==> src/rtl/irq_entry_pkg.sv <==
package irq_entry_pkg;
    localparam int ADDR_W = 16;
    localparam int DATA_W = 8;
    localparam logic [DATA_W-1:0] STACK_PAGE = 8'h01;
    localparam int BRK_POS = 4;
    localparam int ONE_POS = 5;

    typedef enum logic [2:0] {
        ST_IDLE, ST_DUMMY0, ST_DUMMY1, ST_PUSH_HI,
        ST_PUSH_LO, ST_PUSH_P, ST_VEC_LO, ST_VEC_HI
    } entry_st_e;

    typedef struct packed {
        logic [ADDR_W-1:0] pc;
        logic [DATA_W-1:0] sp;
        logic [DATA_W-1:0] p;
    } snap_t;

    typedef struct packed {
        logic [ADDR_W-1:0] addr;
        logic [DATA_W-1:0] wdata;
        logic              rw;
    } bus_t;

    function automatic logic [ADDR_W-1:0] stack_addr(input logic [DATA_W-1:0] sp);
        return {STACK_PAGE, sp};
    endfunction

    function automatic logic [DATA_W-1:0] hw_status(input logic [DATA_W-1:0] p);
        logic [DATA_W-1:0] r;
        r = p;
        r[BRK_POS] = 1'b0;
        r[ONE_POS] = 1'b1;
        return r;
    endfunction
endpackage

==> src/rtl/irq_pin_latch.sv <==
module irq_pin_latch (
    input  logic clk,
    input  logic rst,
    input  logic phi2,
    input  logic irq_n,
    output logic req
);
    logic held_n;

    always_ff @(posedge clk) begin
        if (rst)
            held_n <= 1'b1;
        else if (phi2)
            held_n <= irq_n;
    end

    assign req = ~held_n;
endmodule

==> src/rtl/irq_poll_gate.sv <==
module irq_poll_gate (
    input  logic clk,
    input  logic rst,
    input  logic phi2,
    input  logic req,
    input  logic poll_t0,
    input  logic poll_br,
    input  logic iflag,
    input  logic busy,
    output logic take
);
    always_ff @(posedge clk) begin
        if (rst || phi2)
            take <= 1'b0;
        else
            take <= (poll_t0 | poll_br) & req & ~iflag & ~busy;
    end
endmodule

==> src/rtl/irq_entry_seq.sv <==
module irq_entry_seq
    import irq_entry_pkg::*;
#(
    parameter logic [ADDR_W-1:0] VEC_ADDR = 16'hFFFE
) (
    input  logic              clk,
    input  logic              rst,
    input  logic              phi2,
    input  logic              take,
    input  logic [ADDR_W-1:0] pc_in,
    input  logic [DATA_W-1:0] sp_in,
    input  logic [DATA_W-1:0] status_in,
    input  logic [DATA_W-1:0] rdata,
    output bus_t              bus,
    output logic              busy,
    output logic              iflag_set,
    output logic              done,
    output logic [ADDR_W-1:0] pc_new,
    output logic [DATA_W-1:0] sp_out
);
    localparam logic [ADDR_W-1:0] VEC_HI_ADDR = VEC_ADDR + 1'b1;

    entry_st_e         st;
    snap_t             snap;
    logic [DATA_W-1:0] vec_lo;

    always_ff @(posedge clk) begin
        if (rst) begin
            st     <= ST_IDLE;
            snap   <= '0;
            vec_lo <= '0;
            done   <= 1'b0;
            pc_new <= '0;
            sp_out <= '0;
        end else if (phi2) begin
            done <= 1'b0;
            case (st)
                ST_IDLE: if (take) begin
                    st   <= ST_DUMMY0;
                    snap <= '{pc: pc_in, sp: sp_in, p: status_in};
                end
                ST_VEC_LO: begin
                    vec_lo <= rdata;
                    st     <= ST_VEC_HI;
                end
                ST_VEC_HI: begin
                    pc_new <= {rdata, vec_lo};
                    sp_out <= snap.sp - 8'd3;
                    done   <= 1'b1;
                    st     <= ST_IDLE;
                end
                default: st <= entry_st_e'(st + 3'd1);
            endcase
        end
    end

    always_comb begin
        bus       = '{addr: snap.pc, wdata: '0, rw: 1'b1};
        iflag_set = 1'b0;
        case (st)
            ST_PUSH_HI: bus = '{addr: stack_addr(snap.sp), wdata: snap.pc[15:8], rw: 1'b0};
            ST_PUSH_LO: bus = '{addr: stack_addr(snap.sp - 8'd1), wdata: snap.pc[7:0], rw: 1'b0};
            ST_PUSH_P:  bus = '{addr: stack_addr(snap.sp - 8'd2), wdata: hw_status(snap.p), rw: 1'b0};
            ST_VEC_LO: begin
                bus.addr  = VEC_ADDR;
                iflag_set = 1'b1;
            end
            ST_VEC_HI: begin
                bus.addr  = VEC_HI_ADDR;
                iflag_set = 1'b1;
            end
            default: ;
        endcase
    end

    assign busy = (st != ST_IDLE);
endmodule

==> src/rtl/irq_entry_unit.sv <==
module irq_entry_unit
    import irq_entry_pkg::*;
#(
    parameter logic [ADDR_W-1:0] VEC_ADDR = 16'hFFFE
) (
    input  logic              clk,
    input  logic              rst,
    input  logic              phi2,
    input  logic              irq_n,
    input  logic              poll_t0,
    input  logic              poll_br,
    input  logic              iflag,
    input  logic [ADDR_W-1:0] pc_in,
    input  logic [DATA_W-1:0] sp_in,
    input  logic [DATA_W-1:0] status_in,
    input  logic [DATA_W-1:0] rdata,
    output logic [ADDR_W-1:0] addr,
    output logic [DATA_W-1:0] wdata,
    output logic              rw,
    output logic              busy,
    output logic              iflag_set,
    output logic              done,
    output logic [ADDR_W-1:0] pc_new,
    output logic [DATA_W-1:0] sp_out
);
    logic req;
    logic take;
    bus_t bus;

    irq_pin_latch u_latch (
        .clk(clk), .rst(rst), .phi2(phi2), .irq_n(irq_n), .req(req)
    );

    irq_poll_gate u_poll (
        .clk(clk), .rst(rst), .phi2(phi2), .req(req), .poll_t0(poll_t0),
        .poll_br(poll_br), .iflag(iflag), .busy(busy), .take(take)
    );

    irq_entry_seq #(.VEC_ADDR(VEC_ADDR)) u_seq (
        .clk(clk), .rst(rst), .phi2(phi2), .take(take), .pc_in(pc_in),
        .sp_in(sp_in), .status_in(status_in), .rdata(rdata), .bus(bus),
        .busy(busy), .iflag_set(iflag_set), .done(done), .pc_new(pc_new),
        .sp_out(sp_out)
    );

    assign addr  = bus.addr;
    assign wdata = bus.wdata;
    assign rw    = bus.rw;
endmodule

==> config.mk <==
export PLATFORM = sky130hd
export DESIGN_NAME = irq_entry_unit
export DESIGN_NICKNAME = d
export VERILOG_FILES = /design/src/rtl/irq_entry_pkg.sv /design/src/rtl/irq_pin_latch.sv /design/src/rtl/irq_poll_gate.sv /design/src/rtl/irq_entry_seq.sv /design/src/rtl/irq_entry_unit.sv
export SDC_FILE = /design/constraint.sdc
export NUM_CORES = 1
export LEC_CHECK = 0
export ABC_AREA = 0
export BUFFER_PORTS_ARGS = -buffer_cell sky130_fd_sc_hd__buf_2
export CAP_MARGIN = 40
export CORE_MARGIN = 10
export CORE_UTILIZATION = 50
export DETAILED_ROUTE_END_ITERATION = 8
export GPL_TIMING_DRIVEN = 0
export HOLD_SLACK_MARGIN = 0.02
export PLACE_DENSITY = 0.9
export SLEW_MARGIN = 30
export SYNTH_ARGS = -nofsm -noshare
export SYNTH_HDL_FRONTEND = slang
export SYNTH_HIERARCHICAL = 1
export SYNTH_SLANG_ARGS = --single-unit
==> constraint.sdc <==
create_clock -name clk -period 2.05 [get_ports clk]
set_input_delay 0.1025 -clock clk [delete_from_list [all_inputs] [get_ports clk]]
set_output_delay 0.1025 -clock clk [all_outputs]
set_load 0.02 [all_outputs]
==> impl_metrics.csv, run 1 <==
group,metric,value,unit
status,outcome,"finished with violations",
status,violations,"setup timing",
global_routing,antenna_found_initial,0,
setup_path,crit_top_cell,"buf_4",
placed_design,gp_congestion,0.932,
setup_path,crit_path_start_kind,"flop",
sta,fin_crit_sh,1.08,
finish,stdcell_count,657,
power_and_ir_drop,ir_drop,0.348,mV
route,drc_errors,0,
finish,final_area,4740,µm²
sta,clock_skew,0.00587,ns
global_routing,grt_pass1_vias,3615,
finish,final_cell_mix,"nand2_1, buf_2, dfxtp_1, a21oi_1, dlygate4sd3_1",
logic_synthesis,postSynthCellCount,420,
sta,worst_slew_pin_slew,0.691,ns
clocking,clock_sinks,68,
clocking,root_buffer,"clkbuf_8",
logic_synthesis,synth_edf_count,0,
logic_synthesis,synth_cell_types,50,
setup_path,crit_path_max_incr_delay,0.38,ns
global_routing,grt_max_degree,11,
route,postRouteAntennaNets,0,
power_and_ir_drop,p_switching,568,µW
sta,hold_ws,0.0360,ns
clocking,clockBufferDepth,2,
global_routing,gr-total-overflow,0,
die,start_util,0.513,
sta,timing.fmax,0.451,GHz
power_and_ir_drop,power_switching_share,0.218,
power_and_ir_drop,clkPwrFrac,0.418,
logic_synthesis,synth-main-ff-cell,"dfxtp_1",
die,dieArea,10100,µm²
route,totalWireLength,11.5,mm
sta,finalHoldViolations,0,
die,rows,29,
finish,final_layout_size_suffix_gt1_frac,0.297,
clocking,clk_pin_slew,0.07,ns
setup_path,slowest_stage,"dfxtp_4",
logic_synthesis,yosys_warnings,6,
route,routed_via_density,5.70,
setup_path,worstPathArrival,2.12,ns
setup_path,required,1.95,ns
global_routing,grt_usage,0.210,
sta,slew_headroom,0.539,
die,coreArea,6310,µm²
logic_synthesis,syn_avg_cell_area,7.72,µm²
power_and_ir_drop,p_leak,0.00216,µW
logic_synthesis,synth_top_area_cell,"dfxtp_1",
die,die_x,101,µm
logic_synthesis,synth-seq-cells,68,
flow_run,drv_cap,0,
route,first_pass_iters,5,
finish,layout_commonest_cell,"nand2_1",
route,vias,3742,
sta,slew_violations,0,
setup_path,worstSetupPathType,"flop to output pin",
global_routing,grt_first_pass_wirelength,17.4,mm
logic_synthesis,synth-async-reset-ratio,0,
power_and_ir_drop,pwr-share-seq,0.509,
sta,setup_violations,13,
setup_path,path_buf_inv,4,
placed_design,dp_cells,593,
finish,fin_nets,635,
placed_design,placed_area,3820,µm²
min_path,hold_path_class,"input port to flop",
power_and_ir_drop,total_power,2610,µW
setup_path,cpLargestDelayFamily,"buffers and inverters",
logic_synthesis,yosys.area.top_type_share,0.420,
logic_synthesis,netlist_area,3240,µm²
logic_synthesis,synth_fp_nets,478,
route,dr.first_iter.drc_count,461,
sta,grt_setup_unrepaired,"true",
finish,area_growth,46.4,%
setup_path,cp_max_fo,5,
die,io_pins,99,
sta,layout_min_cycle_time,2.22,ns
power_and_ir_drop,combinationalPowerShare,0.072,
finish,diodes,0,
power_and_ir_drop,pwr_density_cell,550,nW/µm²
placed_design,pre_cts_ws,-0.140,ns
clocking,clock_latency,0.34,ns
logic_synthesis,synth.area.top_cells,"dfxtp_1, nand2_1, a21oi_1",
power_and_ir_drop,p_int,2040,µW
placed_design,io_buffers,96,
logic_synthesis,seq_area_frac_synth,0.420,
route,routedWlPerCell,17.5,µm
clocking,numCtsBuffers,9,
die,die_height,101,µm
setup_path,critPathCaptureType,"output pin",
setup_path,crit_chain,"inv_4, ha_4, and2_4, buf_6, nor3_4, buf_4, a211oi_2, o21bai_1, buf_4",
placed_design,dpl.hpwl,7.18,mm
sta,setup_slack,-0.168,ns
clocking,cts_tree,"yes",
clocking,cts_htree_levels,3,
[flip-flops by register name, summed over array words and instances, names as in the netlist]
signal,flops
u_seq/snap,30
u_seq/st,3
u_seq/done,1
u_seq/vec_lo,8
u_poll/take,1
u_seq/pc_new,16
u_seq/sp_out,8
u_latch/held_n,1
[worst register-to-register path, cell delays in order (launching register included)]
cell	delay [ns]
dfxtp_4	0.37
inv_4	0.08
ha_4	0.14
buf_4	0.19
nor2b_1	0.28
inv_1	0.13
o21ai_0	0.35
mux2i_1	0.24
nor2_1	0.05
[per-layer routing]
layer / track usage / wire [µm] / part of all wire
met1: 0.246 / 4460 / 0.39
met2: 0.341 / 5370 / 0.47
met3: 0.0885 / 1350 / 0.12
met4: 0.0663 / 298 / 0.026
met5: 0 / 0 / 0
[area by class of cell]
class                      count  area, µm²
clock buffer                  12        155
clock inverter                 2       35.0
fill                         415       1570
timing repair buffer         147        997
buffer                        28        160
multi-input combinational    304       1850
sequential                    68       1380
tap                           77       96.3
inverter                      19       76.3
[power groups by stage]
| stage | clock network (µW) | logic (µW) | registers, µW |
|---|---|---|---|
| floorplan | 0 | 51.6 | 1360 |
| global placement | 0 | 114 | 1360 |
| detailed placement | 0 | 115 | 1360 |
| CTS | 1100 | 179 | 1330 |
| global route | 1150 | 203 | 1330 |
| finish | 1090 | 189 | 1330 |
[cell usage after synthesis (all sizes together) (4+ instances only)]
cell / instances
a21oi: 60
nand2: 104
nor2: 30
a211oi: 7
a222oi: 6
inv: 19
o211ai: 4
a21o: 8
clkbuf: 21
nor3: 8
ha: 11
nand2b: 5
o21ai: 11
dfxtp: 68
mux2i: 9
buf: 8
[final timing paths]
kind | cells after the start | startpoint | slack [ns] | end
max | 9 | u_seq/st[0] | -0.17 | addr[2]
min | 3 | rdata[3] | 0.04 | u_seq/pc_new[11]
max reg2reg | 8 | u_seq/st[0] | 0.10 | u_seq/st[1]
min reg2reg | 2 | u_seq/vec_lo[2] | 0.45 | u_seq/pc_new[2]
[metrics by stage]
step / TNS (ns) / util
4_1_cts: -0.111 / 0.742
5_1_grt: -1.81 / 0.751
3_3_place_gp: -0.383 / 0.606
6_report: -0.770 / 0.751
2_1_floorplan: 0 / -
3_5_place_dp: -0.710 / 0.606
[kinds of logic (layout without fill, tap and decap cells)]
logic type	count (synthesis)	in the layout	synth area share
DFF	68	68	0.420
AOI/OAI and AO/OA	113	113	0.215
and+or+nand+nor	166	166	0.221
muxes	9	9	0.0278
xor gates and xnor gates	5	5	0.0135
adders and majority gates	11	11	0.0425
buffers and inverters	48	208	0.0606
[what timing repair did]
action                                  4_1_cts  5_1_grt
pin swaps                                    14       13
resized for setup                            65       17
buffers inserted                             10        5
hold buffers                                 39        0
hold endpoints to repair                     40        0
endpoints found under the setup margin       26       24
Note: power is estimated with default switching activity, not from simulation.
==> inputs of run 2 (changes only) <==
- ABC_AREA: 0 -> 1
==> run 2 against run 1 <==
Against the previous run: the flow now finishes without violations; clock power increased by 15%; die area shrank 0.86%; sequential share of layout area up 1.8 points; register-to-register slack improved by 0.22 ns; clock skew grew 0.0059 ns; routed wire length grew 1.3%; worst setup slack better by 0.18 ns; global-route usage grew 0.16 points; combinational power grew 40%; synthesized area down 1.1%; critical path depth is 2 higher; hold slack lost 0.014 ns; critical endpoint is now addr[7].
==> impl_metrics.csv, run 2 <==
group,metric,value,unit
global_routing,grt_first_pass_wirelength,17.4,mm
sta,timing.fmax,0.491,GHz
die,die_x,100,µm
die,coreArea,6280,µm²
sta,hold_ws,0.0217,ns
global_routing,antenna_found_initial,1,
route,vias,3877,
power_and_ir_drop,combinationalPowerShare,0.093,
route,totalWireLength,11.6,mm
power_and_ir_drop,pwr-share-seq,0.472,
power_and_ir_drop,total_power,2860,µW
logic_synthesis,yosys.area.top_type_share,0.425,
clocking,clock_sinks,68,
logic_synthesis,yosys-top-cells-count,"nor2_1, o21ai_0, dfxtp_1",
logic_synthesis,synth_edf_count,0,
route,routed_via_density,5.80,
setup_path,cp_max_fo,5,
logic_synthesis,yosys_warnings,6,
power_and_ir_drop,pwr_density_cell,641,nW/µm²
setup_path,crit_path_max_incr_delay,0.39,ns
clocking,cts_tree,"yes",
finish,largest-register,"u_seq/snap",
route,first_pass_iters,5,
power_and_ir_drop,ir_drop,0.412,mV
die,rows,29,
setup_path,r2r_slack,0.32,ns
setup_path,critPathCaptureType,"output pin",
clocking,cts_htree_levels,3,
finish,final_layout_size_suffix_gt1_frac,0.286,
setup_path,crit_chain,"inv_2, ha_2, nand2_4, nand2_1, inv_2, nor2_2, nor2_1, o21ai_1, nand2_1, nand3_2, buf_6",
route,dr.first_iter.drc_count,530,
flow_run,drv_cap,0,
finish,reg_top3,"u_seq/snap (30), u_seq/pc_new (16)",
logic_synthesis,synth_top_area_cell,"dfxtp_1",
power_and_ir_drop,power_switching_share,0.253,
logic_synthesis,synth-seq-cells,68,
clocking,numCtsBuffers,9,
setup_path,worstSetupPathType,"flop to output pin",
logic_synthesis,synth_cell_types,29,
clocking,root_buffer,"clkbuf_8",
clocking,clk_pin_slew,0.08,ns
finish,area_growth,39.3,%
sta,slew_violations,0,
power_and_ir_drop,p_leak,0.00210,µW
finish,stdcell_count,669,
sta,clock_skew,0.0118,ns
finish,final_cell_mix,"buf_2, nor2_1, o21ai_0, dfxtp_1, nand2_1",
sta,layout_min_cycle_time,2.04,ns
min_path,hold_path_class,"input port to flop",
setup_path,cpLargestDelayFamily,"simple AND/OR/NAND/NOR gates",
logic_synthesis,seq_area_frac_synth,0.425,
placed_design,dp_cells,625,
power_and_ir_drop,p_switching,724,µW
die,die_height,100,µm
die,io_pins,99,
finish,utilization,0.712,
route,routedWlPerCell,17.4,µm
sta,slew_headroom,0.635,
logic_synthesis,netlist_area,3210,µm²
die,start_util,0.511,
sta,finalHoldViolations,0,
logic_synthesis,postSynthCellCount,452,
global_routing,grt_usage,0.212,
finish,layout_commonest_cell,"buf_2",
placed_design,gp_congestion,0.928,
power_and_ir_drop,clkPwrFrac,0.436,
clocking,clock_latency,0.36,ns
placed_design,io_buffers,96,
sta,fin_crit_sh,0.994,
setup_path,slowest_stage,"dfxtp_4",
sta,setup_violations,0,
status,outcome,"finished clean",
setup_path,crit_path_start_kind,"flop",
logic_synthesis,synth-async-reset-ratio,0,
global_routing,gr-total-overflow,0,
global_routing,grt_pass1_vias,3629,
route,postRouteAntennaNets,0,
setup_path,path_buf_inv,3,
global_routing,grt_max_degree,14,
placed_design,dpl.hpwl,7.41,mm
power_and_ir_drop,p_int,2140,µW
logic_synthesis,yosysMostFrequentCell,"nor2_1",
route,drc_errors,0,
finish,largest_reg_flops,30,
finish,fillers,447,
setup_path,worstPathArrival,1.94,ns
logic_synthesis,synth_fp_nets,510,
die,dieArea,10000,µm²
clocking,clockBufferDepth,2,
sta,worst_slew_pin_slew,0.548,ns
setup_path,required,1.95,ns
logic_synthesis,synth-main-ff-cell,"dfxtp_1",
logic_synthesis,synth.area.top_cells,"dfxtp_1, o21ai_0, nor2_1",
finish,fin_nets,644,
logic_synthesis,syn_avg_cell_area,7.09,µm²
==> run 2: cell count changes after synthesis, moves of 9 or more <==
cell      previous run  this run
o21ai_0             11        75
nor2_1              30        80
nand2_1            104        63
inv_1               18        42
a21oi_1             60        37
nand3_1              2        24
clkbuf_1            21        10
mux2i_1              9         0
==> run 2: kinds of logic (layout without fill, tap and decap cells) <==
kind of cell | after synthesis | in the layout | synth area share
flops | 68 | 68 | 0.425
compound gates | 126 | 126 | 0.208
other cells | 0 | 1 | 0
xor+xnor | 2 | 2 | 0.00546
fa+ha+maj | 11 | 11 | 0.0429
simple gates | 179 | 180 | 0.232
buf+inv | 66 | 204 | 0.0878
==> run 2: worst min-delay path, delay by kind of cell <==
| kind | cells | cell delay [ns] |
|---|---|---|
| AOI/OAI and AO/OA | 2 | 0.17 |
| buffers and inverters | 1 | 0.07 |
==> run 2: final timing paths <==
kind / endpoint / start / depth (start not counted)
hold / removal: u_seq/snap[30] / pc_in[14] / 3
setup / recovery: addr[7] / u_seq/st[1] / 11
setup reg to reg: u_seq/snap[21] / u_seq/st[0] / 9
hold reg to reg: u_seq/vec_lo[0] / u_seq/vec_lo[0] / 2
==> run 2: area by class of cell <==
type                            instances  area [µm²]  area share
Multi-Input combinational cell        319        1720       0.384
Sequential cell                        68        1380       0.308
Timing Repair Buffer                  122         743       0.166
Inverter                               45         183      0.0409
Buffer                                 21         128      0.0286
Clock buffer                            9         124      0.0277
Clock inverter                          7        98.8      0.0221
Tap cell                               77        96.3      0.0216
Antenna cell                            1        2.50    0.000560
==> run 2: power by group through the flow <==
stage | Sequential (µW) | Combinational [µW] | Clock, µW
floorplan | 1370 | 111 | 0
global placement | 1370 | 189 | 0
detailed placement | 1370 | 196 | 0
CTS | 1340 | 241 | 1240
global route | 1350 | 293 | 1310
finish | 1350 | 265 | 1250
==> run 2: metrics by stage <==
stage / cell area (µm²) / TNS, ns / setup slack (ns)
after floorplan: 3210 / 0 / 0.389
after global placement: 3780 / 0 / 0.0218
after detailed placement: 3780 / -0.00470 / -0.00262
after CTS: 4320 / -0.0102 / -0.0102
after global routing: 4470 / -0.280 / -0.101
final: 4470 / 0 / 0.0120
==> run 2: routing by layer <==
metal,global-route usage,up-vias,routed length (µm)
li1,-,1765,-
met1,0.248,1769,4350
met2,0.360,284,5580
met3,0.0481,59,1210
met4,0.0967,0,489
met5,0,-,0
==> run 2: timing repair <==
action,in CTS,in global routing
pin swaps,1,7
setup endpoints to repair,23,15
gates cloned,1,0
buffers inserted,2,5
hold endpoints to repair,19,0
resized for setup,30,36
hold buffers,19,0
==> inputs of run 3 (changes only) <==
- SYNTH_HIERARCHICAL: 1 -> not set
==> run 3 against run 2 <==
Against the previous run: the flow now finishes with violations (setup timing); combinational power up 3%; synthesized area is 0.74% higher; critical path depth fell by 3.
==> impl_metrics.csv, run 3 <==
group,metric,value,unit
finish,final_cell_mix,"buf_2, nor2_1, o21ai_0, dfxtp_1, nand2_1",
finish,layout_commonest_cell,"buf_2",
finish,fillers,416,
die,start_util,0.512,
die,rows,29,
global_routing,gr-total-overflow,0,
placed_design,pre_cts_ws,0.0420,ns
finish,final_layout_size_suffix_gt1_frac,0.342,
clocking,cts_htree_levels,3,
die,dieArea,10100,µm²
sta,setup_tns,-0.399,ns
route,postRouteAntennaNets,0,
clocking,clk_pin_slew,0.09,ns
logic_synthesis,seq_area_frac_synth,0.421,
logic_synthesis,yosys_warnings,0,
setup_path,r2r_slack,0.15,ns
power_and_ir_drop,p_leak,0.00213,µW
logic_synthesis,postSynthCellCount,443,
power_and_ir_drop,pwr_density_cell,634,nW/µm²
clocking,numCtsBuffers,9,
logic_synthesis,synth-main-ff-cell,"dfxtp_1",
power_and_ir_drop,total_power,2930,µW
sta,setup_violations,8,
setup_path,crit_path_start_kind,"flop",
power_and_ir_drop,ir_drop,0.855,mV
finish,largest_reg_flops,30,
placed_design,dpl.hpwl,7.44,mm
logic_synthesis,synthAdderAreaFrac,0.0426,
logic_synthesis,synth_top_family_by_area,"simple AND/OR/NAND/NOR gates",
setup_path,crit_chain,"inv_2, ha_4, clkinv_8, nand3_4, nor2_4, nand2_2, o2111ai_4, buf_6",
setup_path,slowest_stage,"dfxtp_4",
global_routing,antenna_found_initial,0,
placed_design,io_buffers,96,
setup_path,worstPathArrival,2.03,ns
logic_synthesis,synth_edf_count,0,
global_routing,grt_first_pass_wirelength,18.5,mm
route,drc_errors,0,
setup_path,r2r_end,"u_seq.sp_out[7]",
route,routedWlPerCell,22.2,µm
clocking,clock_sinks,68,
sta,worst_slew_pin_slew,0.555,ns
route,dr.first_iter.drc_count,669,
logic_synthesis,synth.area.top_cells,"dfxtp_1, o21ai_0, nor2_1",
clocking,root_buffer,"clkbuf_8",
finish,diodes,0,
status,violations,"setup timing",
finish,utilization,0.733,
logic_synthesis,synth_cell_types,36,
route,first_pass_iters,7,
setup_path,cp_max_fo,8,
logic_synthesis,synth-simple-area-share,0.245,
global_routing,grt_usage,0.223,
sta,timing.fmax,0.470,GHz
finish,reg_top3,"u_seq.snap (30), u_seq.pc_new (16)",
flow_run,drv_cap,0,
setup_path,critPathCaptureType,"output pin",
setup_path,required,1.95,ns
finish,multi_input_comb_area,1810,µm²
sta,fin_crit_sh,1.04,
logic_synthesis,synth_top_area_cell,"dfxtp_1",
setup_path,worstSetupEndpoint,"addr[1]",
route,vias,4287,
logic_synthesis,synth_fp_nets,501,
sta,clock_skew,0.0122,ns
logic_synthesis,synth-async-reset-ratio,0,
status,outcome,"finished with violations",
logic_synthesis,syn_avg_cell_area,7.29,µm²
global_routing,grt_max_degree,14,
logic_synthesis,synthMuxAreaShare,0,
setup_path,startpoint,"u_seq.st[2]",
die,die_x,100,µm
logic_synthesis,yosys.area.top_type_share,0.421,
sta,slew_headroom,0.630,
placed_design,gp_congestion,0.920,
finish,area_growth,43.3,%
min_path,hold_path_class,"input port to flop",
logic_synthesis,yosysMostFrequentCell,"nor2_1",
setup_path,reg2reg_from,"u_seq.snap[10]",
logic_synthesis,yosys-top-cells-count,"nor2_1, o21ai_0, dfxtp_1",
clocking,clock_latency,0.38,ns
sta,grt_setup_unrepaired,"true",
route,routed_via_density,6.43,
placed_design,placed_area,3810,µm²
finish,seq_area,1380,µm²
finish,largest-register,"u_seq.snap",
die,io_pins,99,
finish,fin_nets,643,
die,die_height,100,µm
logic_synthesis,netlist_area,3230,µm²
setup_path,r2r_cells,9,
global_routing,grt_pass1_vias,3805,
setup_path,worstSetupPathType,"flop to output pin",
logic_synthesis,synth-seq-cells,68,
sta,setup_slack,-0.0778,ns
logic_synthesis,synth_xor_area_frac,0.00813,
route,totalWireLength,14.8,mm
clocking,clockBufferDepth,2,
sta,finalHoldViolations,0,
finish,final_area,4630,µm²
sta,layout_min_cycle_time,2.13,ns
logic_synthesis,synth_compound_area_frac,0.201,
die,coreArea,6310,µm²
setup_path,crit_path_max_incr_delay,0.45,ns
clocking,cts_tree,"yes",
sta,slew_violations,0,
-- run 3: cell types whose count changed after synthesis, sizes merged, moves of 3 or more --
cell,delta
clkbuf,-4
inv,-9
o21ai,-3
nor2,-3
buf,+4
-- run 3: worst min-delay path by stage --
stage                       to  cells after the start      from  slack (ns)
2_1_floorplan      u_poll.take                      1       rst        0.18
3_3_place_gp       u_poll.take                      2     iflag        0.30
3_5_place_dp       u_poll.take                      2     iflag        0.31
4_1_cts         u_seq.snap[19]                      3  pc_in[3]        0.02
5_1_grt        u_seq.vec_lo[7]                      3  rdata[7]        0.03
6_report        u_seq.snap[12]                      3  sp_in[4]        0.02
-- run 3: metrics by stage --
step                std cells  hold WS [ns]
global route              667        0.0310
detailed placement        616         0.305
floorplan                 443         0.180
global placement          616         0.304
finish                    667        0.0166
CTS                       653        0.0201
-- run 3: kinds of logic after synthesis --
family,Yosys count
and+or+nand+nor,181
AOI/OAI and AO/OA,122
DFF,68
buffers and inverters,58
adders and majority gates,11
xor gates and xnor gates,3
-- run 3: layer usage --
metal / track usage / part of all wire
met4: 0.140 / 0.083
met2: 0.360 / 0.44
met3: 0.0769 / 0.14
met5: 0 / 0
met1: 0.247 / 0.34
-- run 3: cell type report --
| type | instances | share of cell area |
|---|---|---|
| Buffer | 20 | 0.0246 |
| Clock buffer | 9 | 0.0268 |
| Clock inverter | 7 | 0.0214 |
| Inverter | 37 | 0.0357 |
| Multi-Input combinational cell | 317 | 0.390 |
| Sequential cell | 68 | 0.297 |
| Tap cell | 77 | 0.0208 |
| Timing Repair Buffer | 132 | 0.184 |
-- run 3: report_power, final --
part / leakage [µW] / switching (µW) / internal (µW)
sequential: 0.000551 / 14.4 / 1330
combinational: 0.00147 / 159 / 115
clock: 0.000110 / 625 / 691
total: 0.00213 / 798 / 2140
-- run 3: critical path: cells and delay by family, from the launching register on --
kind                     cells  cell delay, ns
AND/OR/NAND/NOR              3            0.57
flip-flops                   1            0.45
buffers and inverters        3            0.31
adder cells (fa/ha/maj)      1            0.22
AO/OA/AOI/OAI                1            0.09
-- run 3: timing repair --
| action | 4_1_cts | 5_1_grt |
|---|---|---|
| gates resized for setup | 21 | 57 |
| hold buffers | 15 | 0 |
| pin swaps | 2 | 13 |
| gates cloned | 0 | 0 |
| buffers inserted | 6 | 15 |
| hold endpoints to repair | 14 | 0 |
| endpoints found under the setup margin | 19 | 21 |
